### src/rtl/flash_guard_pkg.sv
package flash_guard_pkg;

  typedef enum logic [2:0] {
    OP_PROG   = 3'd0,
    OP_EPAGE  = 3'd1,
    OP_EALL   = 3'd2,
    OP_LOCK   = 3'd3,
    OP_UNLOCK = 3'd4,
    OP_SECURE = 3'd5,
    OP_RSV6   = 3'd6,
    OP_RSV7   = 3'd7
  } fg_op_e;

  typedef enum logic [1:0] {
    ST_IDLE = 2'd0,
    ST_FWD  = 2'd1,
    ST_WAIT = 2'd2,
    ST_DONE = 2'd3
  } fg_state_e;

  function automatic logic is_page_op(fg_op_e op);
    return (op == OP_PROG) || (op == OP_EPAGE);
  endfunction

  function automatic logic is_flash_op(fg_op_e op);
    return is_page_op(op) || (op == OP_EALL);
  endfunction

endpackage

### src/rtl/fg_erase_qual.sv
module fg_erase_qual #(
  parameter int unsigned HOLD = 10_000_001
) (
  input  logic clk,
  input  logic rst_n,
  input  logic pin_async,
  output logic qual
);
  localparam int unsigned CW = $clog2(HOLD + 1);

  logic [1:0]    sync_q;
  logic          pin_s;
  logic [CW-1:0] cnt_q;

  assign pin_s = sync_q[1];

  always_ff @(posedge clk or negedge rst_n) begin
    if (!rst_n) sync_q <= '0;
    else        sync_q <= {sync_q[0], pin_async};
  end

  always_ff @(posedge clk or negedge rst_n) begin
    if (!rst_n)                 cnt_q <= '0;
    else if (!pin_s)            cnt_q <= '0;
    else if (cnt_q != CW'(HOLD)) cnt_q <= cnt_q + 1'b1;
  end

  // fires once, on the HOLD-th consecutive high sample
  assign qual = pin_s && (cnt_q == CW'(HOLD - 1));

  AST_QUAL_AFTER_HIGH: assert property (@(posedge clk) disable iff (!rst_n)
    qual |=> !qual) else $error("qualification repeated");
  AST_LOW_RESTARTS: assert property (@(posedge clk) disable iff (!rst_n)
    !pin_s |=> (cnt_q == '0)) else $error("counter not restarted");

endmodule

### src/rtl/fg_lock_bank.sv
module fg_lock_bank #(
  parameter int unsigned NUM_REGIONS       = 16,
  parameter int unsigned REGION_PAGES_LOG2 = 6,
  parameter int unsigned PAGE_AW           = $clog2(NUM_REGIONS) + REGION_PAGES_LOG2
) (
  input  logic                   clk,
  input  logic                   rst_n,
  input  logic                   set_en,
  input  logic                   clr_en,
  input  logic                   wipe,
  input  logic [PAGE_AW-1:0]     page,
  output logic                   page_locked,
  output logic                   any_locked,
  output logic [NUM_REGIONS-1:0] lock_map
);
  localparam int unsigned RW = $clog2(NUM_REGIONS);

  function automatic logic [RW-1:0] region_of(logic [PAGE_AW-1:0] pg);
    return pg[PAGE_AW-1 -: RW];
  endfunction

  logic [RW-1:0]          sel;
  logic [NUM_REGIONS-1:0] set_vec, clr_vec, lock_q;

  assign sel = region_of(page);

  for (genvar g = 0; g < NUM_REGIONS; g++) begin : g_dec
    assign set_vec[g] = set_en && (sel == RW'(g));
    assign clr_vec[g] = clr_en && (sel == RW'(g));
  end

  always_ff @(posedge clk or negedge rst_n) begin
    if (!rst_n)    lock_q <= '0;
    else if (wipe) lock_q <= '0;
    else           lock_q <= (lock_q | set_vec) & ~clr_vec;
  end

  assign lock_map    = lock_q;
  assign page_locked = lock_q[sel];
  assign any_locked  = |lock_q;

  AST_WIPE_CLEARS: assert property (@(posedge clk) disable iff (!rst_n)
    wipe |=> (lock_map == '0)) else $error("wipe left locks");
  AST_SET_TAKES: assert property (@(posedge clk) disable iff (!rst_n)
    (set_en && !wipe) |=> lock_map[$past(sel)]) else $error("lock not set");
  AST_CLR_TAKES: assert property (@(posedge clk) disable iff (!rst_n)
    clr_en |=> !lock_map[$past(sel)]) else $error("lock not cleared");

endmodule

### src/rtl/fg_sec_ctrl.sv
module fg_sec_ctrl (
  input  logic clk,
  input  logic rst_n,
  input  logic set_req,
  input  logic pin_qual,
  input  logic full_done,
  output logic secure,
  output logic armed
);
  logic release_ev;

  assign release_ev = armed && full_done;

  always_ff @(posedge clk or negedge rst_n) begin
    if (!rst_n) begin
      secure <= 1'b0;
      armed  <= 1'b0;
    end else begin
      if (set_req)         secure <= 1'b1;
      else if (release_ev) secure <= 1'b0;
      if (release_ev)      armed  <= 1'b0;
      else if (pin_qual)   armed  <= 1'b1;
    end
  end

  AST_SEC_ONLY_BY_CMD: assert property (@(posedge clk) disable iff (!rst_n)
    $rose(secure) |-> $past(set_req)) else $error("secure set without command");
  AST_SEC_RELEASE_GUARD: assert property (@(posedge clk) disable iff (!rst_n)
    $fell(secure) |-> $past(armed && full_done)) else $error("secure dropped early");

endmodule

### src/rtl/flash_guard.sv
module flash_guard
  import flash_guard_pkg::*;
#(
  parameter int unsigned NUM_REGIONS       = 16,
  parameter int unsigned REGION_PAGES_LOG2 = 6,
  parameter int unsigned ERASE_HOLD        = 10_000_001,
  parameter int unsigned PAGE_AW           = $clog2(NUM_REGIONS) + REGION_PAGES_LOG2
) (
  input  logic                   clk,
  input  logic                   rst_n,
  input  logic                   cmd_valid,
  output logic                   cmd_ready,
  input  logic [2:0]             cmd_op,
  input  logic [PAGE_AW-1:0]     cmd_page,
  output logic                   cmd_done,
  output logic                   cmd_abort,
  output logic                   flash_go,
  output logic [2:0]             fwd_op,
  output logic [PAGE_AW-1:0]     fwd_page,
  input  logic                   flash_ack,
  input  logic                   erase_pin,
  output logic [NUM_REGIONS-1:0] lock_map,
  output logic                   irq,
  input  logic                   status_rd,
  output logic                   access_block
);
  localparam int unsigned RW = $clog2(NUM_REGIONS);

  fg_state_e          state_q;
  fg_op_e             op_in, op_q;
  logic [PAGE_AW-1:0] page_q;
  logic               abort_q, irq_q;
  logic               accept, page_locked, any_locked;
  logic               violation, pin_qual, full_done, secure, armed;

  assign op_in  = fg_op_e'(cmd_op);
  assign accept = cmd_valid && (state_q == ST_IDLE);

  // protection decision for the command in the accepting cycle
  assign violation = accept &&
                     ((is_page_op(op_in) && page_locked) ||
                      ((op_in == OP_EALL) && any_locked));

  assign full_done = (state_q == ST_WAIT) && flash_ack && (op_q == OP_EALL);

  fg_erase_qual #(.HOLD(ERASE_HOLD)) u_qual (
    .clk       (clk),
    .rst_n     (rst_n),
    .pin_async (erase_pin),
    .qual      (pin_qual)
  );

  fg_lock_bank #(
    .NUM_REGIONS       (NUM_REGIONS),
    .REGION_PAGES_LOG2 (REGION_PAGES_LOG2),
    .PAGE_AW           (PAGE_AW)
  ) u_locks (
    .clk         (clk),
    .rst_n       (rst_n),
    .set_en      (accept && (op_in == OP_LOCK)),
    .clr_en      (accept && (op_in == OP_UNLOCK)),
    .wipe        (pin_qual),
    .page        (cmd_page),
    .page_locked (page_locked),
    .any_locked  (any_locked),
    .lock_map    (lock_map)
  );

  fg_sec_ctrl u_sec (
    .clk       (clk),
    .rst_n     (rst_n),
    .set_req   (accept && (op_in == OP_SECURE)),
    .pin_qual  (pin_qual),
    .full_done (full_done),
    .secure    (secure),
    .armed     (armed)
  );

  always_ff @(posedge clk or negedge rst_n) begin
    if (!rst_n) begin
      state_q <= ST_IDLE;
      op_q    <= OP_PROG;
      page_q  <= '0;
      abort_q <= 1'b0;
    end else begin
      unique case (state_q)
        ST_IDLE: if (accept) begin
          op_q    <= op_in;
          page_q  <= cmd_page;
          abort_q <= violation;
          state_q <= (is_flash_op(op_in) && !violation) ? ST_FWD : ST_DONE;
        end
        ST_FWD:  state_q <= ST_WAIT;
        ST_WAIT: if (flash_ack) state_q <= ST_DONE;
        ST_DONE: state_q <= ST_IDLE;
        default: state_q <= ST_IDLE;
      endcase
    end
  end

  always_ff @(posedge clk or negedge rst_n) begin
    if (!rst_n) irq_q <= 1'b0;
    else        irq_q <= violation || (irq_q && !status_rd);
  end

  assign cmd_ready    = (state_q == ST_IDLE);
  assign cmd_done     = (state_q == ST_DONE);
  assign cmd_abort    = (state_q == ST_DONE) && abort_q;
  assign flash_go     = (state_q == ST_FWD);
  assign fwd_op       = op_q;
  assign fwd_page     = page_q;
  assign irq          = irq_q;
  assign access_block = secure;

  AST_NO_FWD_LOCKED_PAGE: assert property (@(posedge clk) disable iff (!rst_n)
    (flash_go && is_page_op(fg_op_e'(fwd_op))) |-> !lock_map[fwd_page[PAGE_AW-1 -: RW]])
    else $error("locked page forwarded");
  AST_NO_FWD_LOCKED_ALL: assert property (@(posedge clk) disable iff (!rst_n)
    (flash_go && (fg_op_e'(fwd_op) == OP_EALL)) |-> (lock_map == '0))
    else $error("erase-all with locks forwarded");
  AST_GO_SINGLE: assert property (@(posedge clk) disable iff (!rst_n)
    flash_go |=> !flash_go) else $error("go longer than one cycle");
  AST_IRQ_STICKY: assert property (@(posedge clk) disable iff (!rst_n)
    (irq && !status_rd) |=> irq) else $error("irq lost");
  AST_ABORT_RAISES_IRQ: assert property (@(posedge clk) disable iff (!rst_n)
    cmd_abort |-> irq || $past(status_rd)) else $error("abort without irq");
  AST_DONE_THEN_READY: assert property (@(posedge clk) disable iff (!rst_n)
    cmd_done |=> cmd_ready) else $error("not idle after done");

endmodule

### config.mk
export PLATFORM = sky130hd
export DESIGN_NAME = flash_guard
export DESIGN_NICKNAME = d
export VERILOG_FILES = /design/src/rtl/flash_guard_pkg.sv /design/src/rtl/fg_erase_qual.sv /design/src/rtl/fg_lock_bank.sv /design/src/rtl/fg_sec_ctrl.sv /design/src/rtl/flash_guard.sv
export SDC_FILE = /design/constraint.sdc
export NUM_CORES = 1
export LEC_CHECK = 0
export BUFFER_PORTS_ARGS = -buffer_cell sky130_fd_sc_hd__clkbuf_2
export CELL_PAD_IN_SITES_DETAIL_PLACEMENT = 1
export CELL_PAD_IN_SITES_GLOBAL_PLACEMENT = 2
export CORE_MARGIN = 1.5
export CORE_UTILIZATION = 35
export CTS_CLUSTER_SIZE = 30
export DETAILED_ROUTE_END_ITERATION = 8
export PLACE_DENSITY_LB_ADDON = 0.1
export SYNTH_ARGS = -nofsm -noshare
export SYNTH_HDL_FRONTEND = slang
export SYNTH_SLANG_ARGS = --single-unit
### constraint.sdc
create_clock -name clk -period 2.58 [get_ports clk]
set_clock_uncertainty 0.15 [all_clocks]
set_input_delay 0.516 -clock clk [delete_from_list [all_inputs] [get_ports clk]]
set_output_delay 0.516 -clock clk [all_outputs]
set_load 0.01 [all_outputs]
==> results of run 1 <==
## worst register-to-register path, stage by stage, from the launching register on
cell	delay (ps)
dfrtp_1	410
inv_1	140
ha_1	220
nand2_1	120
or3_1	440
nor3_1	390
a21oi_1	130
a211oi_1	240
## synth_stat cells, types with 2 or more instances
master     n  share of area
a211oi_1  16          0.039
a21boi_0   3         0.0072
a21oi_1   19          0.031
and2_1    20          0.040
and3_1     4         0.0081
clkbuf_1   9          0.011
dfrtp_1   61           0.49
ha_1       8          0.032
inv_1     13          0.016
mux2_2    12          0.043
mux2i_1    6          0.019
mux4_2     2          0.014
nand2_1   20          0.024
nand2b_1   6          0.012
nand3_1   10          0.016
nand4_1    6          0.012
nor2_1    14          0.017
nor2b_1    4         0.0081
nor3_1    11          0.018
nor4_1     7          0.014
o21a_1     2         0.0048
o21ai_0    5         0.0081
or3_1      5          0.010
xnor2_1    6          0.017
xor2_1    11          0.031
## kinds of logic (layout without fill, tap and decap cells)
group	after synthesis	in the layout	share of synthesized area
simple gates	114	114	0.2005
flops	61	61	0.4911
compound gates	54	54	0.1143
buf+inv	25	86	0.03663
mux	20	20	0.07729
xor+xnor	17	17	0.04791
fa+ha+maj	8	8	0.03221
## sequential cells by signal (all words and copies together), names as in the netlist
register and count:
u_sec.secure 1, abort_q 1, u_sec.armed 1, state_q 2, fwd_page 10, irq 1
u_qual.sync_q 2, u_qual.cnt_q 24, fwd_op 3, u_locks.lock_map 16
## final cells by class
| class | count | area [um^2] | share of cell area |
|---|---|---|---|
| clock buffer | 12 | 165.2 | 0.04490 |
| clock inverter | 3 | 20.02 | 0.005442 |
| inverter | 13 | 48.80 | 0.01327 |
| multi-input combinational | 213 | 1468 | 0.3990 |
| sequential | 61 | 1526 | 0.4150 |
| tap | 108 | 135.1 | 0.03673 |
| timing repair buffer | 58 | 315.3 | 0.08571 |
## routing by layer
| metal | routed length, um | vias to the layer above |
|---|---|---|
| met3 | 265 | 7 |
| li1 | - | 1184 |
| met4 | 97 | 0 |
| met5 | 0 | - |
| met2 | 3887 | 38 |
| met1 | 3785 | 1224 |
## final timing paths
check                      cells past startpoint                   to  slack (ps)             start
min                                            2            fwd_op[2]          20             rst_n
max reg2reg                                    7  u_locks.lock_map[2]         260        state_q[1]
max in group asynchronous                      2     u_qual.cnt_q[13]        1970             rst_n
max                                            7  u_locks.lock_map[2]         260        state_q[1]
min in group clk                               1     u_qual.sync_q[0]         130         erase_pin
min reg2reg                                    0     u_qual.sync_q[1]         210  u_qual.sync_q[0]
## power by group through the flow
stage               registers [mW]  clock network (mW)  logic (mW)
global route                  1.30               0.888       0.866
finish                        1.27               0.812       0.784
detailed placement            1.29                   0       0.798
CTS                           1.27               0.843       0.802
floorplan                     1.32                   0       0.414
global placement              1.28                   0       0.783
## stage by stage
stage | instance area (um^2) | std cells | worst slack [ps] | hold WS (ps)
after floorplan | 3108 | 299 | 547.4 | 70.41
after global placement | 3493 | 453 | 378.6 | 190.3
after detailed placement | 3493 | 453 | 267.6 | 193.4
after CTS | 3679 | 468 | 247.9 | 37.32
after global routing | 3679 | 468 | 85.28 | 40.52
final | 3679 | 468 | 256.6 | 16.01
==> metrics.md, run 1 <==
| Metric | Value |
|---|---|
| Int Power | 1.923 mW |
| Cells after Synth | about 300 |
| Hold Path Class | in -> async |
| Final Cycle Share | 0.9005 |
| Commonest non-fill, non-tap cell in the layout | dfrtp_1 |
| Initial drt markers | 56 |
| Final Util | 0.4239 |
| WL/cell | 17.17 um |
| CTS Buffer Depth | 2 |
| Peak Freq | 0.4304 GHz |
| Via density | approximately 5.2 |
| TritonCTS clock tree | built |
| Worst slew pin tran | roughly 640 ps |
| CP cell instances | inv_1 > ha_1 > nand2_1 > or3_1 > nor3_1 > a21oi_1 > a211oi_1 |
| Residual DRC | 0 |
| Row count | 34 |
| Post-DRT Antenna Nets | 0 |
| # fillers | between 900 and 1k |
| Slew HR | 0.5700 |
| Total number of yosys warnings | 0 |
| WP data arrival | 2430 ps |
| RSZ-0062 raised after global routing | false |
| Total Wirelength | 8.035 mm |
| Crit. End Element | flop |
| Gr usage total | 0.1835 |
| Worst path bufs/invs | 1 |
| Switching Share | 0.3292 |
| Cts repair resizes | 0 |
| Grt met2 use | 0.2942 |
| Htree depth | 3 |
| Vias in the first global route | 2,566 |
| Chip Height | 97.24 um |
| Clock slew at reported path FFs | around 80 ps |
| Via count | 2,453 |
| Max VDD drop | 0.2504 mV |
| Fin. Hold Viols | 0 |
| N_diodes | 0 |
| Critical Path Source Type | flop |
| Worst path top cell family by delay | simple AND/OR/NAND/NOR gates |
| Pins Over Slew Limit | 0 |
| Sequential share of power | 0.443 |
| Area growth syn-to-layout | 18.36% |
| Drt first pass iters | 4 |
| Die Wd | between 90 and 100 um |
| Clock Power Share | 0.283 |
| Share of layout cells above drive strength 1 | 0.2444 |
| Worst-skew pair later-pin latency | 350 ps |
| HPWL after detailed placement | 5.621 mm |
| Total power | 2.866 mW |
| Total CTS buffers | 9 |
| GPL Wtd Cong | 0.7418 |
| Met1 usage | 0.2447 |
| Sequential fraction of the synthesis area | 0.4911 |
| CP Class | reg -> reg |
| Cell Area, Synth | roughly 3100 um^2 |
| Hold_buf cts | 0 |
| Fin nets | 383 |
| Slowest cell on the critical path | or3_1 |
| Asr flop ratio synth | 1.000 |
| Setup violators final | 0 |
| Avg Inst Size Synth | 10.39 um^2 |
| Pwr Density | 779.2 nW/um^2 |
| Setup_tns | 0 ps |
| Root Buffer | clkbuf_8 |
| Die Footprint | 9455 um^2 |
| Distinct cell type count after synthesis | 44 |
| Gr ovfl total | 0 |
| First-pass GRT wire length | 13.68 mm |
| Status | finished clean |
| Most frequent cells in the layout | dfrtp_1 (61), clkbuf_2 (53), nand2_1 (20), and2_1 (20), a21oi_1 (19) |
| Net Switching | approximately 940 uW |
| Initial Util | 0.3581 |
| Busiest grt layer | met2 |
| Met3 usage | 0.04245 |
| Postcts setup bufs | 0 |
| IO Pins | 54 |
| Max-cap violations | 0 |
| Critical Path RT | 2690 ps |
| Combinational power share | 0.274 |
| Largest net degree at the start of global routing | 62 |
| Leakage | 1.723 nW |
| Initial antenna violation count | 0 |
| Final Critical Period | 2323 ps |
| Placeable Area | a little under 9000 um^2 |
| Net Count, Synth | 326 |
| Post-synth EDFFs | 0 |
| Top_reg_cell synth | dfrtp_1 |
| Buffers on Ports | 53 |
| Biggest cell delay along the critical path | 440 ps |
| CTS sink cnt | 61 |
| CP max FO | 5 |
| Synthesized flop and latch total | 61 |
Note: power is estimated with default switching activity, not from simulation.
==> run 2, diff against run 1 <==
- CORE_MARGIN: 1.5 -> 10
- SETUP_SLACK_MARGIN: not set -> 0.05
==> run 2 against run 1 <==
  * Global-route usage fell by 5.3 points
  * Flip-flop and latch count did not move
  * Worst hold slack better by 130 ps
  * Sequential power is essentially flat
  * Final cell count up 0.43%
  * Non-clock buffer count is 2 higher
  * Routed wire length is 2.1% higher
  * First-iteration DRC count unchanged
  * Clock power shrank 8.0%
  * Register-to-register slack better by 40 ps
  * Sequential share of layout area rose by 0.18 points
  * Power is 2.0% lower
==> metrics.md, run 2 (synthesis results as in run 1) <==
| Metric | Value |
|---|---|
| Status | finished clean |
| Critical Path RT | 2670 ps |
| HPWL after detailed placement | ~6 mm |
| Worst slew pin tran | 803.8 ps |
| Cts repair resizes | 0 |
| Max-cap violations | 0 |
| Largest net degree at the start of global routing | 62 |
| WP data arrival | 2370 ps |
| Area of placed instances | approximately 3500 um^2 |
| Critical Path Source Type | flop |
| Final Cycle Share | 0.8838 |
| Largest register FFs | 24 |
| Setup_tns | 0 ps |
| TritonCTS clock tree | built |
| Die Footprint | 13,050 um^2 |
| Hold Path Class | in -> reg |
| GPL Wtd Cong | 0.7698 |
| Gr ovfl total | 0 |
| Initial drt markers | 56 |
| CP max FO | 6 |
| Root Buffer | clkbuf_8 |
| Sequential share of power | 0.450 |
| WL/cell | approximately 17 um |
| Clock slew at reported path FFs | 70 ps |
| Commonest non-fill, non-tap cell in the layout | dfrtp_1 |
| Fin. Hold Viols | 0 |
| Leakage | 1.720 nW |
| First-pass GRT wire length | 13.88 mm |
| IO Pins | 54 |
| Fin nets | around 390 |
| Die Wd | 114.2 um |
| Vias in the first global route | around 2.7k |
| Via density | roughly 5.2 |
| CTS Buffer Depth | 2 |
| Switching Share | 0.3349 |
| Placeable Area | 8678 um^2 |
| Worst-skew pair later-pin latency | about 330 ps |
| Setup violators final | 0 |
| Net Switching | around 940 uW |
| CP cell instances | inv_1 > ha_1 > nand2_1 > or3_1 > nor3_1 > a21oi_1 > a211oi_1 |
| Biggest cell delay along the critical path | 440 ps |
| Pwr Density | 766.8 nW/um^2 |
| WL met2 | 3.949 mm |
| M1 WL | 3.728 mm |
| CTS sink cnt | 61 |
| Drt first pass iters | 4 |
| Worst path bufs/invs | 1 |
| Top metal layer carrying routed signals | met4 |
| Crit. End Element | flop |
| Slew HR | 0.4642 |
| Clock Power Share | 0.266 |
| Total CTS buffers | 9 |
| Postcts setup bufs | 0 |
| Peak Freq | roughly 0.44 GHz |
| Post-DRT Antenna Nets | 0 |
| Max VDD drop | 0.2046 mV |
| Initial antenna violation count | 0 |
| Most flops, register | u_qual.cnt_q |
| Int Power | between 1.5 and 2 mW |
| Share of layout cells above drive strength 1 | 0.2459 |
| RSZ-0062 raised after global routing | false |
| Buffers on Ports | between 50 and 60 |
| Pins Over Slew Limit | 0 |
| Initial Util | 0.3581 |
| Htree depth | 3 |
| Area growth syn-to-layout | 17.83% |
| Total Wirelength | between 8 and 9 mm |
| Most frequent cells in the layout | dfrtp_1 (61), clkbuf_2 (53), nand2_1 (20), and2_1 (20), a21oi_1 (19) |
| Combinational power share | 0.284 |
| Via count | 2,440 |
| Chip Height | 114.2 um |
| Worst path top cell family by delay | simple AND/OR/NAND/NOR gates |
| Slowest cell on the critical path | or3_1 |
| Hold_buf cts | 0 |
| Fin area | approximately 3700 um^2 |
| Final Critical Period | 2280 ps |
| Met3 WL | 437 um |
| Row count | 34 |
| Residual DRC | 0 |
| CP Class | reg -> reg |
| N_diodes | 0 |
| Gr usage total | 0.1309 |
==> run 2: cell types whose count changed in the layout (fill, tap and decap cells not counted), sizes merged <==
cell | before | now
clkinv | 1 | 2
buf | 5 | 7
clkbuf | 65 | 64
==> run 2: cell type report <==
type	count	area (um^2)
clock inverters	4	25.02
fillers	998	5016
flip-flops and latches	61	1526
clock buffers	11	141.4
inverters	13	48.80
multi-input cells	213	1468
repair buffers	60	317.8
well taps	108	135.1
==> run 2: metrics by stage <==
| stage | worst slack (ps) | hold slack [ps] | instances | total power [mW] | utilization |
|---|---|---|---|---|---|
| 2_1_floorplan | 547.4 | 70.41 | 299 | 1.737 | - |
| 3_3_place_gp | 306.7 | 192.9 | 455 | 2.080 | 0.4028 |
| 3_5_place_dp | 275.8 | 195.8 | 455 | 2.107 | 0.4028 |
| 4_1_cts | 250.0 | 128.0 | 470 | 2.866 | 0.4220 |
| 5_1_grt | 89.81 | 119.2 | 470 | 3.011 | 0.4220 |
| 6_report | 299.7 | 142.8 | 470 | 2.808 | 0.4220 |
==> run 2: final timing paths <==
check | start | depth (start not counted) | slack [ps] | endpoint
min in group asynchronous | rst_n | 2 | 190 | fwd_page[3]
max in group asynchronous | rst_n | 2 | 1540 | u_qual.cnt_q[14]
worst min-delay path | erase_pin | 1 | 140 | u_qual.sync_q[0]
worst max register to register | state_q[1] | 7 | 300 | u_locks.lock_map[2]
worst min register to register | u_qual.sync_q[0] | 0 | 210 | u_qual.sync_q[1]
worst max-delay path | state_q[1] | 7 | 300 | u_locks.lock_map[2]
==> run 2: power groups by stage <==
stage | sequential (mW) | combinational, mW | clock [mW]
2_1_floorplan | 1.32 | 0.414 | 0
3_3_place_gp | 1.28 | 0.803 | 0
3_5_place_dp | 1.29 | 0.820 | 0
4_1_cts | 1.27 | 0.822 | 0.776
5_1_grt | 1.29 | 0.888 | 0.831
6_report | 1.26 | 0.798 | 0.747
==> run 2: routing by layer <==
metal,vias to the layer above,track usage
li1,1176,-
met4,0,0.04428
met2,47,0.2175
met3,12,0.03669
met5,-,0
met1,1205,0.1589
